`src/rtl/dma_rd_pkg.sv`:
```
package dma_rd_pkg;
  localparam logic [3:0] OFS_CTRL = 4'h0;
  localparam logic [3:0] OFS_ADDR = 4'h8;
  localparam logic [3:0] OFS_LEN  = 4'hC;

  localparam int unsigned BIT_START = 0;
  localparam int unsigned BIT_DIR   = 1;
  localparam int unsigned BIT_BURST = 2;
  localparam int unsigned BIT_BUSY  = 8;
  localparam int unsigned BIT_DONE  = 9;

  typedef struct packed {
    logic dir;
    logic burst;
  } ctl_t;
endpackage

```
`src/rtl/dma_rd_regs.sv`:
```
module dma_rd_regs
  import dma_rd_pkg::*;
#(
  parameter int unsigned ADDR_W = 32,
  parameter int unsigned LEN_W  = 24
) (
  input  logic              clk_i,
  input  logic              rst_ni,
  input  logic              wr_i,
  input  logic [3:0]        addr_i,
  input  logic [31:0]       wdata_i,
  output logic [31:0]       rdata_o,
  input  logic              busy_i,
  input  logic              done_set_i,
  output logic              start_o,
  output logic [ADDR_W-1:0] base_o,
  output logic [LEN_W-1:0]  bytes_o
);
  ctl_t              ctl_q;
  logic              done_q;
  logic [ADDR_W-1:0] base_q;
  logic [LEN_W-1:0]  len_q;
  logic              ctl_we;

  assign ctl_we  = wr_i && (addr_i == OFS_CTRL) && !busy_i;
  assign start_o = ctl_we && wdata_i[BIT_START];
  assign base_o  = base_q;
  assign bytes_o = len_q;

  always_ff @(posedge clk_i or negedge rst_ni) begin
    if (!rst_ni) begin
      ctl_q  <= '0;
      done_q <= 1'b0;
      base_q <= '0;
      len_q  <= '0;
    end else begin
      if (ctl_we) begin
        ctl_q.dir   <= wdata_i[BIT_DIR];
        ctl_q.burst <= wdata_i[BIT_BURST];
      end
      if (wr_i && addr_i == OFS_ADDR) base_q <= wdata_i[ADDR_W-1:0];
      // round to whole dwords
      if (wr_i && addr_i == OFS_LEN)
        len_q <= {wdata_i[LEN_W-1:2] + (LEN_W-2)'(|wdata_i[1:0]), 2'b00};
      if (start_o)         done_q <= 1'b0;
      else if (done_set_i) done_q <= 1'b1;
    end
  end

  always_comb begin
    rdata_o = '0;
    case (addr_i)
      OFS_CTRL: begin
        rdata_o[BIT_DIR]   = ctl_q.dir;
        rdata_o[BIT_BURST] = ctl_q.burst;
        rdata_o[BIT_BUSY]  = busy_i;
        rdata_o[BIT_DONE]  = done_q;
      end
      OFS_ADDR: rdata_o = 32'(base_q);
      OFS_LEN:  rdata_o = 32'(len_q);
      default:  rdata_o = '0;
    endcase
  end
endmodule

```
`src/rtl/dma_rd_tag_pool.sv`:
```
module dma_rd_tag_pool #(
  parameter int unsigned NUM_TAGS = 8,
  parameter int unsigned TAG_W    = $clog2(NUM_TAGS)
) (
  input  logic                clk_i,
  input  logic                rst_ni,
  input  logic                want_i,
  input  logic                fire_i,
  input  logic                rel_i,
  input  logic [TAG_W-1:0]    rel_tag_i,
  output logic                avail_o,
  output logic [TAG_W-1:0]    tag_o,
  output logic                all_free_o,
  output logic [NUM_TAGS-1:0] free_o
);
  logic [NUM_TAGS-1:0] free_q, free_n;
  logic [TAG_W-1:0]    low_tag, held_tag_q;
  logic                held_q;

  always_comb begin
    low_tag = '0;
    for (int i = NUM_TAGS - 1; i >= 0; i--)
      if (free_q[i]) low_tag = TAG_W'(i);
  end

  // an offered tag stays put until accepted
  assign tag_o      = held_q ? held_tag_q : low_tag;
  assign avail_o    = |free_q;
  assign all_free_o = &free_q;
  assign free_o     = free_q;

  always_comb begin
    free_n = free_q;
    if (rel_i && 32'(rel_tag_i) < NUM_TAGS) free_n[rel_tag_i] = 1'b1;
    if (fire_i) free_n[tag_o] = 1'b0;
  end

  always_ff @(posedge clk_i or negedge rst_ni) begin
    if (!rst_ni) begin
      free_q     <= '1;
      held_q     <= 1'b0;
      held_tag_q <= '0;
    end else begin
      free_q     <= free_n;
      held_q     <= want_i && avail_o && !fire_i;
      held_tag_q <= tag_o;
    end
  end
endmodule

```
`src/rtl/dma_rd_splitter.sv`:
```
module dma_rd_splitter #(
  parameter int unsigned ADDR_W     = 32,
  parameter int unsigned LEN_W      = 24,
  parameter int unsigned MAX_REQ_DW = 128,
  parameter int unsigned DW_W       = $clog2(MAX_REQ_DW + 1)
) (
  input  logic              clk_i,
  input  logic              rst_ni,
  input  logic              start_i,
  input  logic [ADDR_W-1:0] base_i,
  input  logic [LEN_W-1:0]  bytes_i,
  input  logic              avail_i,
  input  logic              ready_i,
  input  logic              all_free_i,
  output logic              want_o,
  output logic              valid_o,
  output logic              fire_o,
  output logic [ADDR_W-1:0] addr_o,
  output logic [DW_W-1:0]   dw_o,
  output logic              busy_o,
  output logic              finish_o
);
  localparam int unsigned LEFT_W    = LEN_W - 2;
  localparam int unsigned REQ_BYTES = MAX_REQ_DW * 4;

  logic              active_q;
  logic [ADDR_W-1:0] addr_q;
  logic [LEFT_W-1:0] left_q;

  assign want_o   = active_q && (left_q != '0);
  assign valid_o  = want_o && avail_i;
  assign fire_o   = valid_o && ready_i;
  assign addr_o   = addr_q;
  assign dw_o     = (left_q > LEFT_W'(MAX_REQ_DW)) ? DW_W'(MAX_REQ_DW) : DW_W'(left_q);
  assign busy_o   = active_q;
  assign finish_o = active_q && (left_q == '0) && all_free_i;

  always_ff @(posedge clk_i or negedge rst_ni) begin
    if (!rst_ni) begin
      active_q <= 1'b0;
      addr_q   <= '0;
      left_q   <= '0;
    end else if (start_i) begin
      active_q <= 1'b1;
      addr_q   <= base_i;
      left_q   <= bytes_i[LEN_W-1:2];
    end else if (fire_o) begin
      addr_q <= addr_q + ADDR_W'(REQ_BYTES);
      left_q <= left_q - LEFT_W'(dw_o);
    end else if (finish_o) begin
      active_q <= 1'b0;
    end
  end
endmodule

```
`src/rtl/dma_rd_issuer.sv`:
```
module dma_rd_issuer #(
  parameter int unsigned ADDR_W     = 32,
  parameter int unsigned LEN_W      = 24,
  parameter int unsigned MAX_REQ_DW = 128,
  parameter int unsigned NUM_TAGS   = 8,
  localparam int unsigned TAG_W     = $clog2(NUM_TAGS),
  localparam int unsigned DW_W      = $clog2(MAX_REQ_DW + 1)
) (
  input  logic              clk_i,
  input  logic              rst_ni,
  input  logic              reg_wr_i,
  input  logic [3:0]        reg_addr_i,
  input  logic [31:0]       reg_wdata_i,
  output logic [31:0]       reg_rdata_o,
  output logic              req_valid_o,
  input  logic              req_ready_i,
  output logic [ADDR_W-1:0] req_addr_o,
  output logic [DW_W-1:0]   req_dwords_o,
  output logic [TAG_W-1:0]  req_tag_o,
  input  logic              cpl_valid_i,
  input  logic [TAG_W-1:0]  cpl_tag_i,
  input  logic              cpl_last_i,
  output logic              irq_o
);
  logic                start, busy, finish, want, fire, avail, all_free;
  logic [ADDR_W-1:0]   base;
  logic [LEN_W-1:0]    bytes;
  logic [NUM_TAGS-1:0] tag_free;
  logic                irq_q;

  dma_rd_regs #(.ADDR_W(ADDR_W), .LEN_W(LEN_W)) u_regs (
    .clk_i, .rst_ni,
    .wr_i(reg_wr_i), .addr_i(reg_addr_i), .wdata_i(reg_wdata_i), .rdata_o(reg_rdata_o),
    .busy_i(busy), .done_set_i(finish),
    .start_o(start), .base_o(base), .bytes_o(bytes)
  );

  dma_rd_splitter #(.ADDR_W(ADDR_W), .LEN_W(LEN_W), .MAX_REQ_DW(MAX_REQ_DW), .DW_W(DW_W)) u_split (
    .clk_i, .rst_ni,
    .start_i(start), .base_i(base), .bytes_i(bytes),
    .avail_i(avail), .ready_i(req_ready_i), .all_free_i(all_free),
    .want_o(want), .valid_o(req_valid_o), .fire_o(fire),
    .addr_o(req_addr_o), .dw_o(req_dwords_o),
    .busy_o(busy), .finish_o(finish)
  );

  dma_rd_tag_pool #(.NUM_TAGS(NUM_TAGS), .TAG_W(TAG_W)) u_tags (
    .clk_i, .rst_ni,
    .want_i(want), .fire_i(fire),
    .rel_i(cpl_valid_i && cpl_last_i), .rel_tag_i(cpl_tag_i),
    .avail_o(avail), .tag_o(req_tag_o), .all_free_o(all_free), .free_o(tag_free)
  );

  always_ff @(posedge clk_i or negedge rst_ni) begin
    if (!rst_ni) irq_q <= 1'b0;
    else         irq_q <= finish;
  end
  assign irq_o = irq_q;
endmodule

```
`config.mk`:
```
export PLATFORM = sky130hd
export DESIGN_NAME = dma_rd_issuer
export DESIGN_NICKNAME = d
export VERILOG_FILES = /design/src/rtl/dma_rd_pkg.sv /design/src/rtl/dma_rd_regs.sv /design/src/rtl/dma_rd_tag_pool.sv /design/src/rtl/dma_rd_splitter.sv /design/src/rtl/dma_rd_issuer.sv
export SDC_FILE = /design/constraint.sdc
export NUM_CORES = 1
export LEC_CHECK = 0
export BUFFER_PORTS_ARGS = -buffer_cell sky130_fd_sc_hd__clkbuf_2
export CORE_ASPECT_RATIO = 0.5
export CORE_UTILIZATION = 23
export DETAILED_ROUTE_END_ITERATION = 16
export GPL_ROUTABILITY_DRIVEN = 0
export MAX_ROUTING_LAYER = met4
export PLACE_DENSITY = 0.36
export SETUP_SLACK_MARGIN = 0.1
export SKIP_LAST_GASP = 1
export SYNTH_ARGS = -nofsm -noshare
export SYNTH_HDL_FRONTEND = slang
export SYNTH_SLANG_ARGS = --single-unit
```
`constraint.sdc`:
```
create_clock -name clk_i -period 5.3 [get_ports clk_i]
set_input_delay 0.53 -clock clk_i [delete_from_list [all_inputs] [get_ports clk_i]]
set_output_delay 0.53 -clock clk_i [all_outputs]
set_load 0.05 [all_outputs]
```
Word level (Yosys, flattened, before mapping)
Index checks and enable logic that the tools add are counted.
{"block": "totals", "in_bits": 45, "register_bits": 125, "out_inout_bits": 77, "wordCells": 81}
{"block": "op_classes", "bitwise": 3, "n_mux": 30, "n_eq_ne": 3, "addsub": 3, "order_cmp": 5, "n_reduce_logical": 25}
{"op": "$mux W32", "count": 2}
{"op": "$mux W22", "count": 2}
{"op": "$pmux W22 S2", "count": 1}
{"op": "$add A32 B10 Y32 const B", "count": 1}
{"op": "$mux W3", "count": 9}
{"op": "$mux W8", "count": 3}
{"op": "$add A22 B1 Y22", "count": 1}
{"op": "$gt A22 B8 Y1 const B", "count": 1}
{"op": "$logic_not A22 Y1", "count": 1}
{"op": "$reduce_bool A22 Y1", "count": 1}
{"op": "$sub A22 B8 Y22", "count": 1}
{"op": "$logic_and A1 B1 Y1", "count": 14}
{"op": "$pmux W2 S3", "count": 2}
{"op": "$pmux W5 S2", "count": 1}
{"op": "$and A8 B8 Y8", "count": 1}
{"op": "$eq A4 B4 Y1 const B", "count": 2}
{"op": "$lt A3 B4 Y1 const B", "count": 2}
{"op": "$mux W1", "count": 8}
{"op": "$not A8 Y8", "count": 1}
{"op": "$or A8 B8 Y8", "count": 1}
{"op": "$reduce_and A8 Y1", "count": 1}
{"op": "$reduce_or A8 Y1", "count": 1}
{"op": "$demux W1 S3", "count": 2}
{"op": "$ge A3 B1 Y1 const B", "count": 2}
{"op": "other kinds (6)", "count": 8}

Logic depth before layout (Yosys ltp)
Gate-level depths: netlist (run 1).
{"block": "depth", "word_depth": 16, "mapped_depth": 13, "mapped_depth_nobuf": 11}

Modules after synthesis
Synthesis (run 1) repeated with hierarchy kept, for this count alone.
{"block": "hier_totals", "cells_unflattened": 668, "hier_area_um2": 6620.1}
{"mod": "dma_rd_splitter", "cells_per_inst": 333, "n_inst": 1, "area_per_inst_um2": 3062.9, "seq_area_each_um2": 1376.3}
{"mod": "dma_rd_regs", "cells_per_inst": 273, "n_inst": 1, "area_per_inst_um2": 2915.3, "seq_area_each_um2": 1426.4}
{"mod": "dma_rd_tag_pool", "cells_per_inst": 60, "n_inst": 1, "area_per_inst_um2": 610.6, "seq_area_each_um2": 310.3}
{"mod": "dma_rd_issuer", "cells_per_inst": 2, "n_inst": 1, "area_per_inst_um2": 31.3, "seq_area_each_um2": 25.0}

Worst setup path after synthesis (run 1)
Ideal clock, no wire load.
{"block": "synth_path", "kind": "reg2reg", "startpoint": "reg u_tags.free_q[7] (netlist: u_tags.free_o[7])", "endpoint": "reg u_tags.free_q[0] (netlist: u_tags.free_o[0])", "t_required_ps": 5219, "path_stages_with_launch": 7, "n_path_buf": 0, "t_arrival_ps": 3053, "setup_ps": 81, "slack_ps": 2166, "period_less_slack_ps": 3134, "path_cell_list": "dfstp_2 nor2_1 nor3_1 nor3_1 o41ai_1 nor2_1 a31oi_1"}
{"block": "synth_between", "elab_chain_cells": 16, "elab_cells_between_ends": 20, "classes_between": "order compare: 2; mux: 12; bitwise: 2; reduce/logical: 4"}
{"element": "from (decl)", "line_no": "dma_rd_tag_pool.sv:16", "text": "logic [NUM_TAGS-1:0] free_q, free_n;"}
{"element": "from (signal assigned)", "line_no": "dma_rd_tag_pool.sv:44", "text": "free_q <= free_n;"}
{"element": "$mux W3 * (8 in series)", "line_no": "dma_rd_tag_pool.sv:23", "text": "if (free_q[i]) low_tag = TAG_W'(i);"}
{"element": "$mux W3 *", "line_no": "dma_rd_tag_pool.sv:27", "text": "assign tag_o = held_q ? held_tag_q : low_tag;"}
{"element": "via req_tag_o[1]", "line_no": "dma_rd_issuer.sv:19", "text": "output logic [TAG_W-1:0] req_tag_o,"}
{"element": "$lt A3 B4 Y1 (not written as such) / $ge A3 B1 Y1 (equally long branches)", "line_no": "dma_rd_tag_pool.sv:35", "text": "if (fire_i) free_n[tag_o] = 1'b0;"}
{"element": "$logic_and A1 B1 Y1 (not written as such)", "line_no": "dma_rd_tag_pool.sv:35"}
{"element": "$mux W1 (not written as such)", "line_no": "dma_rd_tag_pool.sv:35"}
{"element": "$demux W1 S3 *"}
{"element": "$not A8 Y8 (no source line) *"}
{"element": "$and A8 B8 Y8 (no source line) *"}
{"element": "$mux W8 *", "line_no": "dma_rd_tag_pool.sv:35"}
{"element": "via u_tags.free_n[0]", "line_no": "dma_rd_tag_pool.sv:16"}
Mark *: on every way through the listed nets, which the timed path passes. The rest lies on a longest branch.
A chain may end at the register's enable or synchronous reset.

Final worst setup path (run 1)
{"block": "layout_path", "startpoint": "reg u_split.left_q[1]", "endpoint": "reg u_split.left_q[18]"}
{"block": "layout_between", "elab_chain_cells": 5, "elab_cells_between_ends": 10, "classes_between": "add/sub: 1; order compare: 1; mux: 3; reduce/logical: 5"}
{"element": "from (decl)", "line_no": "dma_rd_splitter.sv:28", "text": "logic [LEFT_W-1:0] left_q;"}
{"element": "from (signal assigned)", "line_no": "dma_rd_splitter.sv:46", "text": "left_q <= bytes_i[LEN_W-1:2];"}
{"element": "from (signal assigned)", "line_no": "dma_rd_splitter.sv:49", "text": "left_q <= left_q - LEFT_W'(dw_o);"}
{"element": "$gt A22 B8 Y1 / $reduce_bool A22 Y1 (equally long branches)", "line_no": "dma_rd_splitter.sv:34, dma_rd_splitter.sv:30"}
{"element": "$mux W8 / $logic_and A1 B1 Y1 (equally long branches)", "line_no": "dma_rd_splitter.sv:34, dma_rd_splitter.sv:30"}
{"element": "$sub A22 B8 Y22 / $logic_and A1 B1 Y1 (equally long branches)", "line_no": "dma_rd_splitter.sv:49, dma_rd_splitter.sv:31"}
{"element": "$mux W22 / $logic_and A1 B1 Y1 (equally long branches)", "line_no": "dma_rd_splitter.sv:47, dma_rd_splitter.sv:32"}
{"element": "$mux W22 / $reduce_bool A2 Y1 (equally long branches)"}
Parallel ways exist; a longest one is shown, timed or not. The select of a mux whose other input is x is not followed.

==> impl_results.md, run 1 <==
* Area growth from synthesis to layout at 25.6%
* Number of H-tree branching levels at 4
* Most frequently used flop master after synthesis: dfrtp_1
* CTS tree: yes
* Inserted Clock Buffers at 17
* Required time at the worst-slack endpoint at about 5.6 ns
* Sw Ratio at 37.5%
* Sinks on the clock net at about 130
* Internal reg-to-reg setup slack at 1.97 ns
* Wire length per cell after detailed routing at 18.9 um
* Crit. path cell count at 11
* Crit path max fanout at 9
* First-pass GRT wire length at 34,700 um
* Met2 wirelength from detailed routing at 9670 um
* Antenna violation net count after detailed routing at 0
* Violation count after the first detailed-route iteration at 507
* Distinct cells, synth at 60
* Net switching power at 1.39 mW
* Fin. Hold Viols at 0
* Number of buffers added for setup after CTS at 0
* Min-delay worst type: input port to asynchronous set/reset pin
* Slew at the pin closest to its max-slew limit at around 1.1 ns
* RSZ-0062 raised after global routing: no
* Setup skew after layout at approximately 0.010 ns
* Final WL at 22,400 um
* Power Total at between 3 and 4 mW
* Floorplan die width at 239 um
* Number of cells upsized or downsized after cts at 0
* Clock insertion delay at the later pin of the skew report at 0.44 ns
* Count of flip-flops with a built-in enable after synthesis at 0
* Final worst path period need at 3.33 ns
* Portion of the clock cycle consumed by the worst path in the final layout at 62.9%
* Setup TNS at 0 ns
* Area of the mapped netlist at 6480 um2
* Warning count from the yosys run at 0
* Total number of vias at 5,572
* Overall global routing resource usage at 16.8%
* Number of fill cells at 2,951
* Fraction of final layout cells sized beyond drive strength 1 at between 20 and 30%
* WL met1 at 11,500 um
* Placed wire-length estimate at 16,000 um
* Core Region at approximately 28,000 um2
* Result of the run: completed
* Cell with the largest stage delay on the worst path: or4_1
* Die Area at a little under 30,000 um2
* Achievable clock frequency at 300 MHz
* Initial antenna violation count at 0
* Area taken by flip-flops and latches at between 3000 and 4000 um2
* Seq pwr share at 40.7%
* Worst max-slew margin expressed relative to the limit at 25.0%
* Leakage power at approximately 3.6 nW
* Mean post-synth cell area at between 9 and 10 um2
* Top-count cell post-synth: dfrtp_1
* Logic depth of the worst register-to-register path at 11
* Slowest cell delay on critical path at 0.66 ns
* Final hold slack at 0.245 ns
* Area of the multi-input gates at about 3200 um2
* Logic gate share of total power at a little over a quarter
* Fraction of synthesis flops using an asynchronous set or reset pin at 100%
* Crit Path Class: flop to flop
* Number of instances in the synthesized netlist at 668
* Worst path top cell family by delay: simple AND/OR/NAND/NOR gates
* Top-Level Pins at 122
* Remaining design rule violation count at 0
* Count of maximum capacitance violations at 0
* Count of buffers inserted at the top-level ports at 121
* Max-slew violation total from the final report at 0
* Number of cell rows at 43
* Number of flip-flops and latches in the synthesized netlist at 125
* Post-layout net count at between 800 and 900
* # hold bufs at CTS at 0
* Post-synth top cells: 117 x dfrtp_1, 102 x nand2_1, 54 x nor2_1
* Effective utilization at floorplan at 23.4%
* Internal Power at 2.32 mW
* Per-cell via count in the routed design at 4.71
* Router iterations before antenna repair at 6
* Pin count of the biggest net entering global routing at between 70 and 80
* FF-to-FF End: u_split.left_q[18]$_DFFE_PN0N_
* Dominant cells by area after synthesis: dfrtp_1 45%, mux2_2 6.4%, nand2_1 5.9%
* CP cell instances: or4_1 > o21ai_0 > nand3_1 > nand2_1 > ha_1 > nor4_1 > a21oi_1 > nor3_1 > o211ai_2 > mux2i_1 > a221o_1
* Clock power frac at 32.8%
* Net count after synthesis at around 720
* Kind of launch point of the worst setup path: flop
* Peak VDD IR at around 0.26 mV
* Crit path DAT at 3.65 ns
* Register area share after synthesis at 48.4%
* Vertical die dimension at 121 um
* CTS Buffer Depth at 2
* Reg2Reg Launch Point: u_split.left_q[1]$_DFFE_PN0N_
* Total buffers and inverters traversed by the critical path at 0
* Final setup violation count at 0
* Number of global-route vias before repair at 5,535
* Top layer in use: met4
* Clock-pin slew on the worst setup and hold paths at approximately 0.06 ns
* Fraction of synthesized cell area taken by the top area cell type at a little under half
* Element type at the critical path end: flop
* Total power density per cell area at 457 nW/um2
* Root Driver: clkbuf_16
* Wire length on met3 at 1020 um
* Overall overflow remaining after global route at 0
* Yosys top cell by area: dfrtp_1
final cells by class:
| cell class | count | area share, % |
|---|---|---|
| flip-flops and latches | 125 | 38.5 |
| clock buffers | 24 | 6.16 |
| multi-input cells | 501 | 39.1 |
| inverters | 10 | 0.461 |
| well taps | 382 | 5.87 |
| clock inverters | 8 | 1.27 |
| diodes | 1 | 0.0307 |
| repair buffers | 133 | 8.57 |
flip-flops by register name (all words and copies together) (netlist names):
signal / count
u_tags.free_o: 8
u_split.addr_o: 32
u_tags.held_tag_q: 3
u_regs.bytes_o: 22
u_regs.ctl_q: 2
u_regs.base_o: 32
u_split.left_q: 22
u_regs.done_q: 1
irq_o: 1
u_split.busy_o: 1
u_tags.held_q: 1
per-layer routing:
layer	GRT usage [%]	vias up
met5	-	-
met4	4.21	0
met3	4.32	15
met2	23.1	102
met1	24.1	2807
li1	-	2648
placed cells by master (no fill, tap or decap), drive strengths merged, types with 2 or more instances in the layout:
cell type,Yosys,layout
nand2,102,102
xor2,22,22
clkinv,0,3
buf,13,13
nand4,8,8
a221o,9,9
nor3,13,13
o41ai,2,2
o31ai,4,4
mux2,37,37
and4,4,4
nand3,26,26
o21ai,31,31
ha,4,4
a22oi,3,3
or4,7,7
xnor2,18,18
o211ai,3,3
o31a,2,2
nor4,9,9
or3,4,4
a31oi,13,13
mux2i,2,2
inv,10,12
bufinv,0,2
nor2,55,55
and2,22,22
a2111oi,2,2
o311ai,4,4
nand2b,5,5
a222oi,3,3
and3,15,15
a22o,21,21
dfrtp,117,117
dfstp,8,8
a21oi,36,36
clkbuf,19,144
per-stage QoR:
| step | util (%) | instance area (um2) | worst slack [ns] | instances |
|---|---|---|---|---|
| 3_5_place_dp | 27.2 | 7540 | 1.98 | 1151 |
| 5_1_grt | 29.4 | 8140 | 1.72 | 1183 |
| 4_1_cts | 29.4 | 8140 | 1.95 | 1183 |
| 3_3_place_gp | 27.2 | 7540 | 2.06 | 1151 |
| 6_report | 29.4 | 8150 | 1.97 | 1184 |
| 2_1_floorplan | - | 6480 | 2.17 | 668 |
cells by family (layout without fill, tap and decap cells):
group	count (synthesis)	after routing	synth area share, %
AOI/OAI and AO/OA	142	142	15.2
xor gates and xnor gates	40	40	5.40
adders and majority gates	4	4	0.772
buffers and inverters	42	175	2.66
DFF	125	125	48.4
muxes	39	39	6.73
other	1	2	0.0578
and+or+nand+nor	275	275	20.8
worst register-to-register path, stage by stage, from the launching register on:
cell      delay [ns]
dfrtp_1         0.44
or4_1           0.66
o21ai_0         0.25
nand3_1         0.20
nand2_1         0.14
ha_1            0.31
nor4_1          0.10
a21oi_1         0.37
nor3_1          0.16
o211ai_2        0.22
mux2i_1         0.11
a221o_1         0.26
power by group through the flow:
stage | clock network [mW] | logic, mW | registers (mW)
floorplan | 0 | 0.691 | 1.48
global placement | 0 | 0.989 | 1.52
detailed placement | 0 | 0.989 | 1.52
CTS | 1.25 | 0.994 | 1.51
global route | 1.30 | 1.09 | 1.55
finish | 1.22 | 0.986 | 1.51
worst max-delay path by stage:
stage / end / slack [ns] / start
2_1_floorplan: u_tags.free_o[0]$_DFF_PN1_ / 2.17 / u_tags.free_o[7]$_DFF_PN1_
3_3_place_gp: u_split.left_q[8]$_DFFE_PN0N_ / 2.06 / u_split.left_q[14]$_DFFE_PN0N_
3_5_place_dp: u_split.left_q[18]$_DFFE_PN0N_ / 1.98 / u_split.left_q[18]$_DFFE_PN0N_
4_1_cts: u_split.left_q[18]$_DFFE_PN0N_ / 1.95 / u_split.left_q[18]$_DFFE_PN0N_
5_1_grt: u_split.left_q[18]$_DFFE_PN0N_ / 1.72 / u_split.left_q[1]$_DFFE_PN0N_
6_report: u_split.left_q[18]$_DFFE_PN0N_ / 1.97 / u_split.left_q[1]$_DFFE_PN0N_
(Power assumes the default switching activity.)
==> run 2, diff against run 1 <==
--- a/config.mk
+++ b/config.mk
@@ -5,6 +5,7 @@
 export SDC_FILE = /design/constraint.sdc
 export NUM_CORES = 1
 export LEC_CHECK = 0
+export ABC_AREA = 1
 export BUFFER_PORTS_ARGS = -buffer_cell sky130_fd_sc_hd__clkbuf_2
 export CORE_ASPECT_RATIO = 0.5
 export CORE_UTILIZATION = 23
==> constraint.sdc (replaced) <==
create_clock -name clk_i -period 3.2 [get_ports clk_i]
set_input_delay 0.32 -clock clk_i [delete_from_list [all_inputs] [get_ports clk_i]]
set_output_delay 0.32 -clock clk_i [all_outputs]
set_load 0.05 [all_outputs]
==> impl_results.md, run 2 <==
* Setup skew after layout at 0.00980 ns
* Portion of the clock cycle consumed by the worst path in the final layout at about four fifths
* Fraction of final layout cells sized beyond drive strength 1 at 20.9%
* Count of buffers inserted at the top-level ports at 121
* Total power density per cell area at 797 nW/um2
* Worst Hold Endpoint: u_tags.held_q$_DFF_PN0_
* Fraction of synthesis flops using an asynchronous set or reset pin at 100%
* Mean post-synth cell area at between 7 and 8 um2
* Pin count of the biggest net entering global routing at 66
* Max-slew violation total from the final report at 0
* Setup TNS at 0 ns
* Inserted Clock Buffers at 17
* Area taken by flip-flops and latches at 3140 um2
* Post-synth top cells: 213 x nand2_1, 124 x inv_1, 117 x dfrtp_1
* Per-cell via count in the routed design at between 4 and 5
* Post-layout net count at 1,057
* Number of H-tree branching levels at 4
* Leakage power at 4.26 nW
* Fin. Hold Viols at 0
* Hold Path Cell Cnt at 2
* Final WL at 23,900 um
* Achievable clock frequency at 401 MHz
* Number of cell rows at 44
* Number of cells upsized or downsized after cts at 0
* Power Total at 6.90 mW
* Final setup violation count at 0
* Count of maximum capacitance violations at 0
* Peak VDD IR at 0.409 mV
* # hold bufs at CTS at 1
* Fraction of synthesized cell area taken by the top area cell type at 41.9%
* Register area share after synthesis at 44.9%
* Reg2Reg Launch Point: u_split.left_q[8]$_DFFE_PN0N_
* Result of the run: completed
* Effective utilization at floorplan at between 20% and 30%
* Dominant cells by area after synthesis: dfrtp_1 42%, nand2_1 11%, inv_1 6.7%
* Violation count after the first detailed-route iteration at between 400 and 500
* Top-count cell post-synth: nand2_1
* Most frequently used flop master after synthesis: dfrtp_1
* Root Driver: clkbuf_16
* Net count after synthesis at 935
* FF-to-FF End: u_split.left_q[16]$_DFFE_PN0N_
* Number of buffers added for setup after CTS at 0
* Area of the mapped netlist at 6990 um2
* Wire length per cell after detailed routing at 16.9 um
* Area growth from synthesis to layout at 23.6%
* Top-Level Pins at 122
* Core Region at 29,500 um2
* Count of flip-flops with a built-in enable after synthesis at 0
* Kind of launch point of the worst setup path: flop
* Overall overflow remaining after global route at 0
* Number of instances in the synthesized netlist at 886
* Vertical die dimension at 125 um
* Final worst path period need at 2.50 ns
* Floorplan die width at 249 um
* Area of the multi-input gates at 3200 um2
* Slew at the pin closest to its max-slew limit at 0.781 ns
* Crit Path Class: flop to output pin
* CTS Buffer Depth at 2
* Distinct cells, synth at about 50
* Required time at the worst-slack endpoint at 2.88 ns
* Leading cell types in the layout, fill and taps excluded: 212 x nand2_1, 124 x inv_1, 120 x clkbuf_2, 117 x dfrtp_1, 77 x nor2_1
* Remaining design rule violation count at 0
* Router iterations before antenna repair at 5
* RSZ-0062 raised after global routing: no
* Warning count from the yosys run at 0
* Initial antenna violation count at 0
* Total number of vias at 6,266
* First-pass GRT wire length at 37,300 um
* Die Area at 31,200 um2
* Logic depth of the worst register-to-register path at 15
* Antenna Cells at 0
* Worst max-slew margin expressed relative to the limit at 47.7%
* Number of fill cells at 3,188
* Most common cell after layout, fill and taps aside: nand2_1
* Min-delay worst type: input port to flop
* Internal reg-to-reg setup slack at approximately 0.86 ns
* Worst hold start: req_ready_i
* Yosys top cell by area: dfrtp_1
* Antenna violation net count after detailed routing at 0
* Sinks on the clock net at 125
* Crit path DAT at 2.18 ns
* Crit path max fanout at 15
* Overall global routing resource usage at 16.4%
* Clock-pin slew on the worst setup and hold paths at around 0.060 ns
* CTS tree: yes
* Number of global-route vias before repair at 6,221
* Number of flip-flops and latches in the synthesized netlist at 125
* Element type at the critical path end: output pin
* Placed wire-length estimate at 18,000 um
* Clock insertion delay at the later pin of the skew report at between 0.4 and 0.5 ns
## run 2: per-layer routing
layer	part of all wire [%]	GRT usage (%)	up-vias
li1	-	-	3130
met1	50	22.1	3033
met4	1.5	5.30	0
met5	0	-	-
met3	2.4	2.75	21
met2	46	25.1	82
## run 2: cell families after synthesis
logic type               after synthesis  synth area share (%)
XOR/XNOR                              38                  4.76
flip-flops                           125                  44.9
buffers and inverters                158                  9.45
other                                  1                0.0536
AND/OR/NAND/NOR                      406                  25.7
adder cells (fa/ha/maj)                4                 0.716
AO/OA/AOI/OAI                        148                  13.5
multiplexers                           6                 0.948
## run 2: worst max-delay path, stage by stage, from the launching register on
cell and delay, ns:
dfrtp_1 0.43, nor2_2 0.20, nand2_2 0.12, nor2_4 0.16
nand2_4 0.11, inv_2 0.07, nand2_2 0.19, nor2_1 0.16
clkbuf_2 0.29
## run 2: per-stage QoR
stage,worst slack [ns],cell area (um2),hold slack [ns],cells,utilization (%)
floorplan,0.932,6990,0.0244,886,-
global placement,0.721,8030,0.384,1379,27.3
detailed placement,0.730,8030,0.385,1379,27.3
CTS,0.645,8650,0.0366,1412,29.4
global route,0.471,8650,0.0563,1412,29.4
finish,0.703,8650,0.0596,1412,29.4
## run 2: worst max-delay path by stage
stage | slack [ns] | end | from | cells past startpoint
after CTS | 0.64 | req_dwords_o[1] | u_split.left_q[8]$_DFFE_PN0N_ | 8
after global placement | 0.72 | u_split.left_q[20]$_DFFE_PN0N_ | reg_addr_i[1] | 12
after floorplan | 0.93 | reg_rdata_o[11] | reg_addr_i[1] | 4
after detailed placement | 0.73 | u_split.left_q[20]$_DFFE_PN0N_ | reg_addr_i[1] | 12
after global routing | 0.47 | req_tag_o[0] | u_tags.free_o[7]$_DFF_PN1_ | 8
final | 0.70 | req_dwords_o[3] | u_split.left_q[8]$_DFFE_PN0N_ | 8
## run 2: power breakdown
part	switching, mW	internal [mW]
combinational	1.63	0.692
sequential	0.472	2.05
clock	0.757	1.30
## run 2: layout make-up
class                   instances  area share (%)
clock buffers                  25            5.73
clock inverters                 7            1.27
inverters                     128            5.76
multi-input cells             603            37.0
flip-flops and latches        125            36.3
well taps                     391            5.66
repair buffers                133            8.29
